### src/rtl/tdma_ni_sched.sv
module tdma_ni_sched #(
  parameter int NCONN = 4,
  parameter int SLOTS = 8,
  parameter int FDEPTH = 4,
  parameter int DW = 8,
  parameter int CRW = 4,
  localparam int CW = $clog2(NCONN),
  localparam int SW = $clog2(SLOTS),
  localparam int AW = $clog2(SLOTS + NCONN + 1),
  localparam int FW = $clog2(FDEPTH),
  localparam int NW = $clog2(FDEPTH + 1)
) (
  input  logic          clk,
  input  logic          rst_n,
  input  logic          cfg_we,
  input  logic [AW-1:0] cfg_addr,
  input  logic [DW:0]   cfg_data,
  input  logic          in_valid,
  input  logic [CW-1:0] in_conn,
  input  logic [DW-1:0] in_data,
  output logic          in_ready,
  input  logic          cr_valid,
  input  logic [CW-1:0] cr_conn,
  input  logic [CRW-1:0] cr_amount,
  output logic          out_valid,
  output logic          out_head,
  output logic          out_last,
  output logic [CW-1:0] out_conn,
  output logic [DW-1:0] out_word
);

  logic [SLOTS-1:0][CW:0]   tbl;
  logic [SW-1:0]            last_idx, sp;
  logic [1:0]               ph;
  logic [NCONN-1:0]         gt;
  logic [NCONN-1:0][DW-1:0] route;
  logic [NCONN-1:0][CRW-1:0] cred;
  logic [NCONN-1:0][NW-1:0] cnt;
  logic [NCONN-1:0][FW-1:0] rp, wp;
  logic [DW-1:0]            mem [NCONN][FDEPTH];
  logic [CW-1:0]            rr, cur_c;
  logic [1:0]               cur_n;

  logic [NCONN-1:0] elig;
  logic             own_ok, be_hit, grant, push_en, pop_en;
  logic [CW-1:0]    own, be_c, g, idx;
  logic [1:0]       ng;

  assign own = tbl[sp][CW-1:0];

  always_comb begin
    for (int c = 0; c < NCONN; c++)
      elig[c] = (cnt[c] != '0) && (cred[c] != '0);
    own_ok = tbl[sp][CW] && elig[own];
    be_hit = 1'b0;
    be_c   = rr;
    idx    = rr;
    for (int k = NCONN; k >= 1; k--) begin
      idx = rr + CW'(k);
      if (elig[idx] && !gt[idx]) begin
        be_hit = 1'b1;
        be_c   = idx;
      end
    end
  end

  assign grant = (ph == 2'd0) && (own_ok || be_hit);
  assign g     = own_ok ? own : be_c;

  always_comb begin
    ng = 2'd2;
    if (cnt[g] < NW'(2)) ng = 2'(cnt[g]);
    if (cred[g] < CRW'(ng)) ng = 2'(cred[g]);
  end

  assign in_ready = cnt[in_conn] != NW'(FDEPTH);
  assign push_en  = in_valid && in_ready;
  assign pop_en   = (ph == 2'd1 && cur_n != 2'd0) || (ph == 2'd2 && cur_n == 2'd2);

  assign out_head  = grant;
  assign out_valid = grant || pop_en;
  assign out_last  = (ph == 2'd1 && cur_n == 2'd1) || (ph == 2'd2 && cur_n == 2'd2);
  assign out_conn  = grant ? g : cur_c;
  assign out_word  = grant ? route[g] : mem[cur_c][rp[cur_c]];

  always_ff @(posedge clk) begin
    if (!rst_n) begin
      tbl      <= '0;
      last_idx <= SW'(SLOTS - 1);
      sp       <= '0;
      ph       <= '0;
      gt       <= '0;
      route    <= '0;
      cred     <= '0;
      cnt      <= '0;
      rp       <= '0;
      wp       <= '0;
      rr       <= CW'(NCONN - 1);
      cur_c    <= '0;
      cur_n    <= '0;
    end else begin
      ph <= (ph == 2'd2) ? 2'd0 : ph + 2'd1;
      if (ph == 2'd2) sp <= (sp >= last_idx) ? '0 : sp + SW'(1);
      if (ph == 2'd0) begin
        cur_n <= grant ? ng : 2'd0;
        cur_c <= g;
        if (grant && !own_ok) rr <= be_c;
      end
      if (cfg_we) begin
        if (cfg_addr < AW'(SLOTS)) tbl[cfg_addr[SW-1:0]] <= cfg_data[CW:0];
        if (cfg_addr == AW'(SLOTS + NCONN)) last_idx <= cfg_data[SW-1:0];
        for (int c = 0; c < NCONN; c++)
          if (cfg_addr == AW'(SLOTS + c)) begin
            route[c] <= cfg_data[DW-1:0];
            gt[c]    <= cfg_data[DW];
          end
      end
      for (int c = 0; c < NCONN; c++) begin
        cred[c] <= cred[c]
                 + ((cr_valid && cr_conn == CW'(c)) ? cr_amount : '0)
                 - ((grant && g == CW'(c)) ? CRW'(ng) : '0);
        cnt[c]  <= cnt[c] + NW'(push_en && in_conn == CW'(c))
                          - NW'(pop_en && cur_c == CW'(c));
        if (push_en && in_conn == CW'(c)) wp[c] <= wp[c] + FW'(1);
        if (pop_en && cur_c == CW'(c))    rp[c] <= rp[c] + FW'(1);
      end
    end
  end

  always_ff @(posedge clk)
    if (push_en) mem[in_conn][wp[in_conn]] <= in_data;

endmodule

### config.mk
export PLATFORM = sky130hd
export DESIGN_NAME = tdma_ni_sched
export DESIGN_NICKNAME = d
export VERILOG_FILES = /design/src/rtl/tdma_ni_sched.sv
export SDC_FILE = /design/constraint.sdc
export NUM_CORES = 1
export LEC_CHECK = 0
export BUFFER_PORTS_ARGS = -buffer_cell sky130_fd_sc_hd__buf_4
export CORE_UTILIZATION = 35
export CTS_BUF_LIST = sky130_fd_sc_hd__clkbuf_2
export DETAILED_ROUTE_END_ITERATION = 12
export PLACE_DENSITY = 0.48
export SYNTH_ARGS = -nofsm -noshare
export SYNTH_HDL_FRONTEND = slang
export SYNTH_SLANG_ARGS = --single-unit
### constraint.sdc
create_clock -name clk -period 7.2 [get_ports clk]
set_input_delay 0 -clock clk [delete_from_list [all_inputs] [get_ports clk]]
set_output_delay 0 -clock clk [all_outputs]
set_load 0.03 [all_outputs]
# --- After elaboration in Yosys (flattened, before gate mapping) ---
# Memories as Yosys holds them, arrays and structs flattened. A register that Yosys moved wholly into a read port is not among the register bits.
# Index checks and enable logic that the tools add are counted.
# Widths: inputs -> output; s select.
op_classes:
  n_bitwise: 3
  mux: 66
  n_addsub: 29
  n_eq_ne: 22
  n_reduce_logical: 64
  n_lt_le_gt_ge: 18
op_table:
  columns: ["operator", "n"]
  rows:
  - ["$mux 8", 5]
  - ["$logic_and 1x1->1", 33]
  - ["$bmux 8 s2", 2]
  - ["$mux 2", 16]
  - ["$mux 32", 1]
  - ["$bwmux 24", 1]
  - ["$lt 2x3->1 const B", 8]
  - ["$add 2x1->2 const B", 10]
  - ["$eq 2x2->1 const B", 10]
  - ["$eq 4x4->1 const B", 5]
  - ["$mux 4", 5]
  - ["$bmux 1 s2", 9]
  - ["$add 4x4->4", 4]
  - ["$demux 8 s2", 1]
  - ["$reduce_bool 4->1", 4]
  - ["$sub 4x2->4", 4]
  - ["$mux 3", 5]
  - ["$mux 1", 14]
  - ["$reduce_and 2->1", 7]
  - ["$add 3x1->3", 4]
  - ["$bmux 3 s2", 2]
  - ["$eq 2x1->1 const B", 6]
  - ["$reduce_bool 3->1", 4]
  - ["$sub 3x1->3", 4]
  - ["other kinds (22)", 38]
word_totals:
  ram_bits: 128
  mem_count: 1
  inputBits: 34
  reg_bits: 118
  out_inout_bits: 14
  elab_cells: 241
mem_list:
  columns: ["name", "depth", "word_bits", "read_ports", "rd_ports_with_merged_regs", "wr", "line_no", "source"]
  rows:
  - ["mem", 4, 32, 1, 1, 1, "40", "logic [DW-1:0] mem [NCONN][FDEPTH];"]

# --- Depth between registers and ports, before layout ---
depth:
  word_depth: 17
  ltp_mapped: 22

# --- Worst setup path before layout ---
# OpenSTA, ideal clock, no wires.
synth_path:
  kind: "register -> register"
  from: "register sp[1]"
  to: "register cred[11] (netlist name)"
  required_time_ps: 7085
  synth_period_minus_slack_ps: 5187
  path_slack_ps: 2013
  n_path_buf: 1
  arrival_time_ps: 5072
  path_stages_with_launch: 21
  setup_ps: 115
  cell_sequence: "dfxtp_1 buf_6 mux4_2 mux2i_4 mux2i_1 o22ai_2 o21ai_1 mux2i_1 mux2_2 inv_2 ha_1 a311o_1 a21oi_1 a211oi_2 or4b_1 fa_1 ha_1 a21o_1 a21oi_1 xnor2_1 and2_1"
synth_between:
  elab_chain_cells: 14
  word_cells_on_any_way: 20
  classes_between: "1 x add/sub; 2 x order compare; 1 x eq/ne; 12 x mux; 4 x reduce/logical"
synth_lines:
  columns: ["element", "line_no", "source"]
  rows:
  - ["from (decl)", "33", "logic [SW-1:0] last_idx, sp;"]
  - ["from (signal assigned)", "103", "if (ph == 2'd2) sp <= (sp >= last_idx) ? '0 : sp + SW'(1);"]
  - ["$bmux 3 s3 (*)", "49, 54", null]
  - ["$mux 3 (not written as such) (*)", "54", "own_ok = tbl[sp][CW] && elig[own];"]
  - ["$bmux 1 s2", "54", null]
  - ["$mux 1 (not written as such)", "54", null]
  - ["$logic_and 1x1->1", "54", null]
  - ["$mux 2", "68", "assign g = own_ok ? own : be_c;"]
  - ["$bmux 3 s2", "72", "if (cnt[g] < NW'(2)) ng = 2'(cnt[g]);"]
  - ["$mux 3 (not written as such)", "72", null]
  - ["$lt 3x2->1", "72", null]
  - ["$mux 2", "72", null]
  - ["$lt 4x2->1", "73", "if (cred[g] < CRW'(ng)) ng = 2'(cred[g]);"]
  - ["$mux 2", "73", null]
  - ["$mux 2 (*)", "121", "- ((grant && g == CW'(c)) ? CRW'(ng) : '0);"]
  - ["$sub 4x2->4 (*)", "121", null]
  - ["to (signal, indexed assignment)", "119", "cred[c] <= cred[c]"]
  - ["to (decl)", "37", "logic [NCONN-1:0][CRW-1:0] cred;"]
# Every way passes the cells marked *; elsewhere a longest branch is shown, timed or not. The select of a mux whose other input is x is not followed.
# A chain may end at the register's enable or synchronous reset.

# --- Worst setup path after layout ---
layout_path:
  from: "register sp[0]"
  to: "register cred[11] (netlist name)"
# Same word-level chain as after synthesis.

==> flow_summary_export.csv <==
group,metric,value,unit
outcome,outcome,"finished clean",
cts,clk_pin_slew,100,ps
grt,grt.total_usage,16.4,%
floorplan,die_x,185,um
pwr,power_leakage,5.23,nW
routing,firstDrtPassIters,5,
routing,first_iter_violations,278,
cts,clock_latency,850,ps
final_layout,fin_cells,1574,
final_layout,fillers,3178,
run,cap_violations,0,
floorplan,io_pins,48,
routing,via_count,7561,
yosys,ys_seq_elements,248,
yosys,netlist_top_cells_area,"edfxtp_1 (33%), dfxtp_1 (20%), mux4_2 (9.6%)",
critical_path,slowest_delay,590,ps
yosys,synth_top_cell_area_share,32.7,%
timing,max_freq,156,MHz
timing,fin_skew,82.0,ps
yosys,synthDistinctLibCells,59,
grt,overflow,0,
hold_path,hold_class,"in2reg",
hold_path,hp-start,"cfg_data[0]",
yosys,synthArstFlopShare,0,%
yosys,syn_avg_cell_area,12.6,um^2
yosys,netlist_instances,932,
floorplan,initial_core_util,35.9,%
timing,fin_crit_sh,89.0,%
routing,drt_wl_total,26900,um
critical_path,timing.rr.end,"cred[11]",
final_layout,layout-drive-gt1-share,20.7,%
placed_design,dp_cells,1389,
floorplan,die_h,185,um
yosys,synth_top_area_cell,"edfxtp_1",
cts,cts_buffer_depth,3,
critical_path,reg2reg_depth,21,
final_layout,nets,1166,
grt,grt_pass1_vias,7780,
critical_path,cp_data_required_time,7910,ps
timing,setup_violations,0,
yosys,synth_edf_count,128,
cts,root_buffer,"clkbuf_2",
critical_path,critPathArrivalTime,7120,ps
critical_path,crit_path_max_fanout,8,
grt,antenna_found_initial,1,
floorplan,rows,66,
final_layout,final_cell_area,0.0139,mm^2
routing,drt-vias-per-instance,4.80,
critical_path,critPathCaptureType,"flop",
critical_path,critPathSlowestCell,"mux4_2",
yosys,synthTopCellsByCount,"edfxtp_1 (128), dfxtp_1 (120), mux2i_1 (76)",
grt,grt_max_degree,120,
floorplan,design.die.area,0.0343,mm^2
cts,cts.sinks,248,
timing,period_needed,6410,ps
critical_path,path_cells,"mux4_2, mux2i_4, mux2i_1, o22ai_2, o21ai_1, mux2i_1, mux2_2, inv_2, ha_1, a21oi_1, o311ai_1, a21oi_1, a211oi_2, or4b_1, fa_1, ha_1, a21o_1, a21oi_1, xnor2_1, dlygate4sd3_1, and2_1",
yosys,synth_seq_area_share,53.1,%
timing,slew_viol_final,0,
critical_path,critPathLaunchType,"flop",
pwr,peakVddDrop,0.000120,V
critical_path,crit_family,"compound AO/OA/AOI/OAI gates",
yosys,yosysMostFrequentCell,"edfxtp_1",
hold_path,hold_depth,4,
placed_design,gp_congestion,0.804,
critical_path,reg2reg_setup_slack,790,ps
routing,drc,0,
timing,worst-slew-pin-transition,1050,ps
grt,grt_pass1_wl,42600,um
timing,relSlewSlack,30.1,%
timing,totalNegativeSetupSlack,0,ps
cts,numCtsBuffers,69,
floorplan,coreArea,0.0328,mm^2
cts,post_cts_buffers,0,
critical_path,path_class,"reg2reg",
cts,htree_levels,3,
pwr,p_per_area,250,mW/mm^2
routing,wl_per_cell,17.1,um
yosys,syn_nets,1014,
timing,finalHoldViolations,0,
placed_design,dp_hpwl,17600,um
critical_path,crit-reg2reg-launch,"sp[0]",
cts,cts_tree,"done",
timing,rsz0062_at_grt,"no",
yosys,ys_warn_count,0,
yosys,synth_flop_cell,"edfxtp_1",
placed_design,io_buffers,47,
routing,postRouteAntennaNets,0,
hold_path,worstHoldEndpoint,"last_idx[0]",
critical_path,crit_top_cell,"a21oi_1",
final_layout,syn2layout_area_growth,18.2,%
critical_path,critPathBufInv,2,
final_layout,fin_util,42.4,%
placed_design,post_dp_cell_area,0.0126,mm^2
yosys,syn_area,0.0118,mm^2
## worst max path at each step
stage | start | to | cells past startpoint
6_report | sp[0] | cred[11] | 21
5_1_grt | sp[0] | cred[11] | 21
4_1_cts | sp[0] | cred[11] | 21
3_5_place_dp | sp[0] | cred[11] | 20
3_3_place_gp | sp[0] | cred[11] | 20
2_1_floorplan | sp[1] | cred[11] | 20
## per-stage QoR
| stage | hold slack [ps] | setup slack, ps | power, mW |
|---|---|---|---|
| finish | 131 | 795 | 3.48 |
| global route | 71.7 | 309 | 3.70 |
| CTS | 16.2 | 799 | 3.55 |
| detailed placement | 297 | 1360 | 2.40 |
| global placement | 287 | 1540 | 2.41 |
| floorplan | 98.9 | 2010 | 2.18 |
## cell families (layout without fill, tap and decap cells)
group	count (synthesis)	in the layout	share of synthesized area, %
buf+inv	93	292	3.18
xor+xnor	36	36	2.68
fa+ha+maj	48	48	5.87
simple gates	289	289	13.2
mux	137	137	17.3
compound gates	81	81	4.64
flops	248	248	53.1
other cells	0	1	0
## final cells by class
| class | count | area [um^2] | area share [%] |
|---|---|---|---|
| Multi-Input combinational cell | 591 | 5170 | 37.2 |
| Clock buffer | 92 | 460 | 3.31 |
| Antenna cell | 1 | 2.50 | 0.0180 |
| Clock inverter | 26 | 186 | 1.34 |
| Inverter | 51 | 191 | 1.38 |
| Timing Repair Buffer | 123 | 1090 | 7.83 |
| Sequential cell | 248 | 6250 | 44.9 |
| Tap cell | 442 | 553 | 3.98 |
## metal layers
layer	global-route usage, %	share of wire, %	vias up
li1	-	-	3708
met1	22.0	48	3658
met2	25.6	46	150
met3	3.48	4.0	45
met4	6.35	2.1	0
met5	0	0	-
## layout by cell type, fill, tap and decap left out, types with 6 or more instances in the layout
| cell | netlist | layout |
|---|---|---|
| dfxtp_1 | 120 | 119 |
| dlygate4sd3_1 | 0 | 66 |
| xor2_1 | 11 | 11 |
| nor3_1 | 21 | 20 |
| clkbuf_2 | 0 | 92 |
| nor2_1 | 39 | 39 |
| nor2b_1 | 65 | 65 |
| a21o_1 | 6 | 6 |
| mux2i_1 | 76 | 76 |
| o211ai_1 | 6 | 6 |
| edfxtp_1 | 128 | 128 |
| o21ai_0 | 24 | 24 |
| mux4_2 | 50 | 50 |
| nand3b_1 | 6 | 6 |
| nor4_1 | 9 | 6 |
| a21oi_1 | 14 | 14 |
| and2_1 | 39 | 39 |
| mux2_2 | 9 | 9 |
| nand2b_1 | 10 | 10 |
| clkinv_1 | 0 | 20 |
| a21boi_0 | 7 | 7 |
| inv_1 | 50 | 50 |
| nand2_1 | 62 | 62 |
| ha_1 | 36 | 36 |
| fa_1 | 12 | 12 |
| buf_4 | 0 | 57 |
| xnor2_1 | 25 | 25 |
| nand3_1 | 10 | 10 |
## power by group
group          internal [mW]  switching (mW)  total (mW)
sequential              1.53          0.0599        1.59
combinational          0.402           0.441       0.843
clock                  0.456           0.592        1.05
total                   2.39            1.09        3.48
## registers in the layout, indices dropped and copies added (netlist names), 3 cells and up, named ones only
signal    flops
mem         128
last_idx      3
route        32
sp            3
rp            8
wp            8
cnt          12
cred         16
tbl          24
gt            4
## worst min-delay path: stages
cell           delay (ps)
dlygate4sd3_1         530
buf_4                 210
mux2i_1               100
nand2_1                60
## repair_timing
action,4_1_cts,5_1_grt
endpoints found under the hold margin,376,0
hold buffers,66,0
resized for setup,0,0
Power figures use the tool's default switching activity.
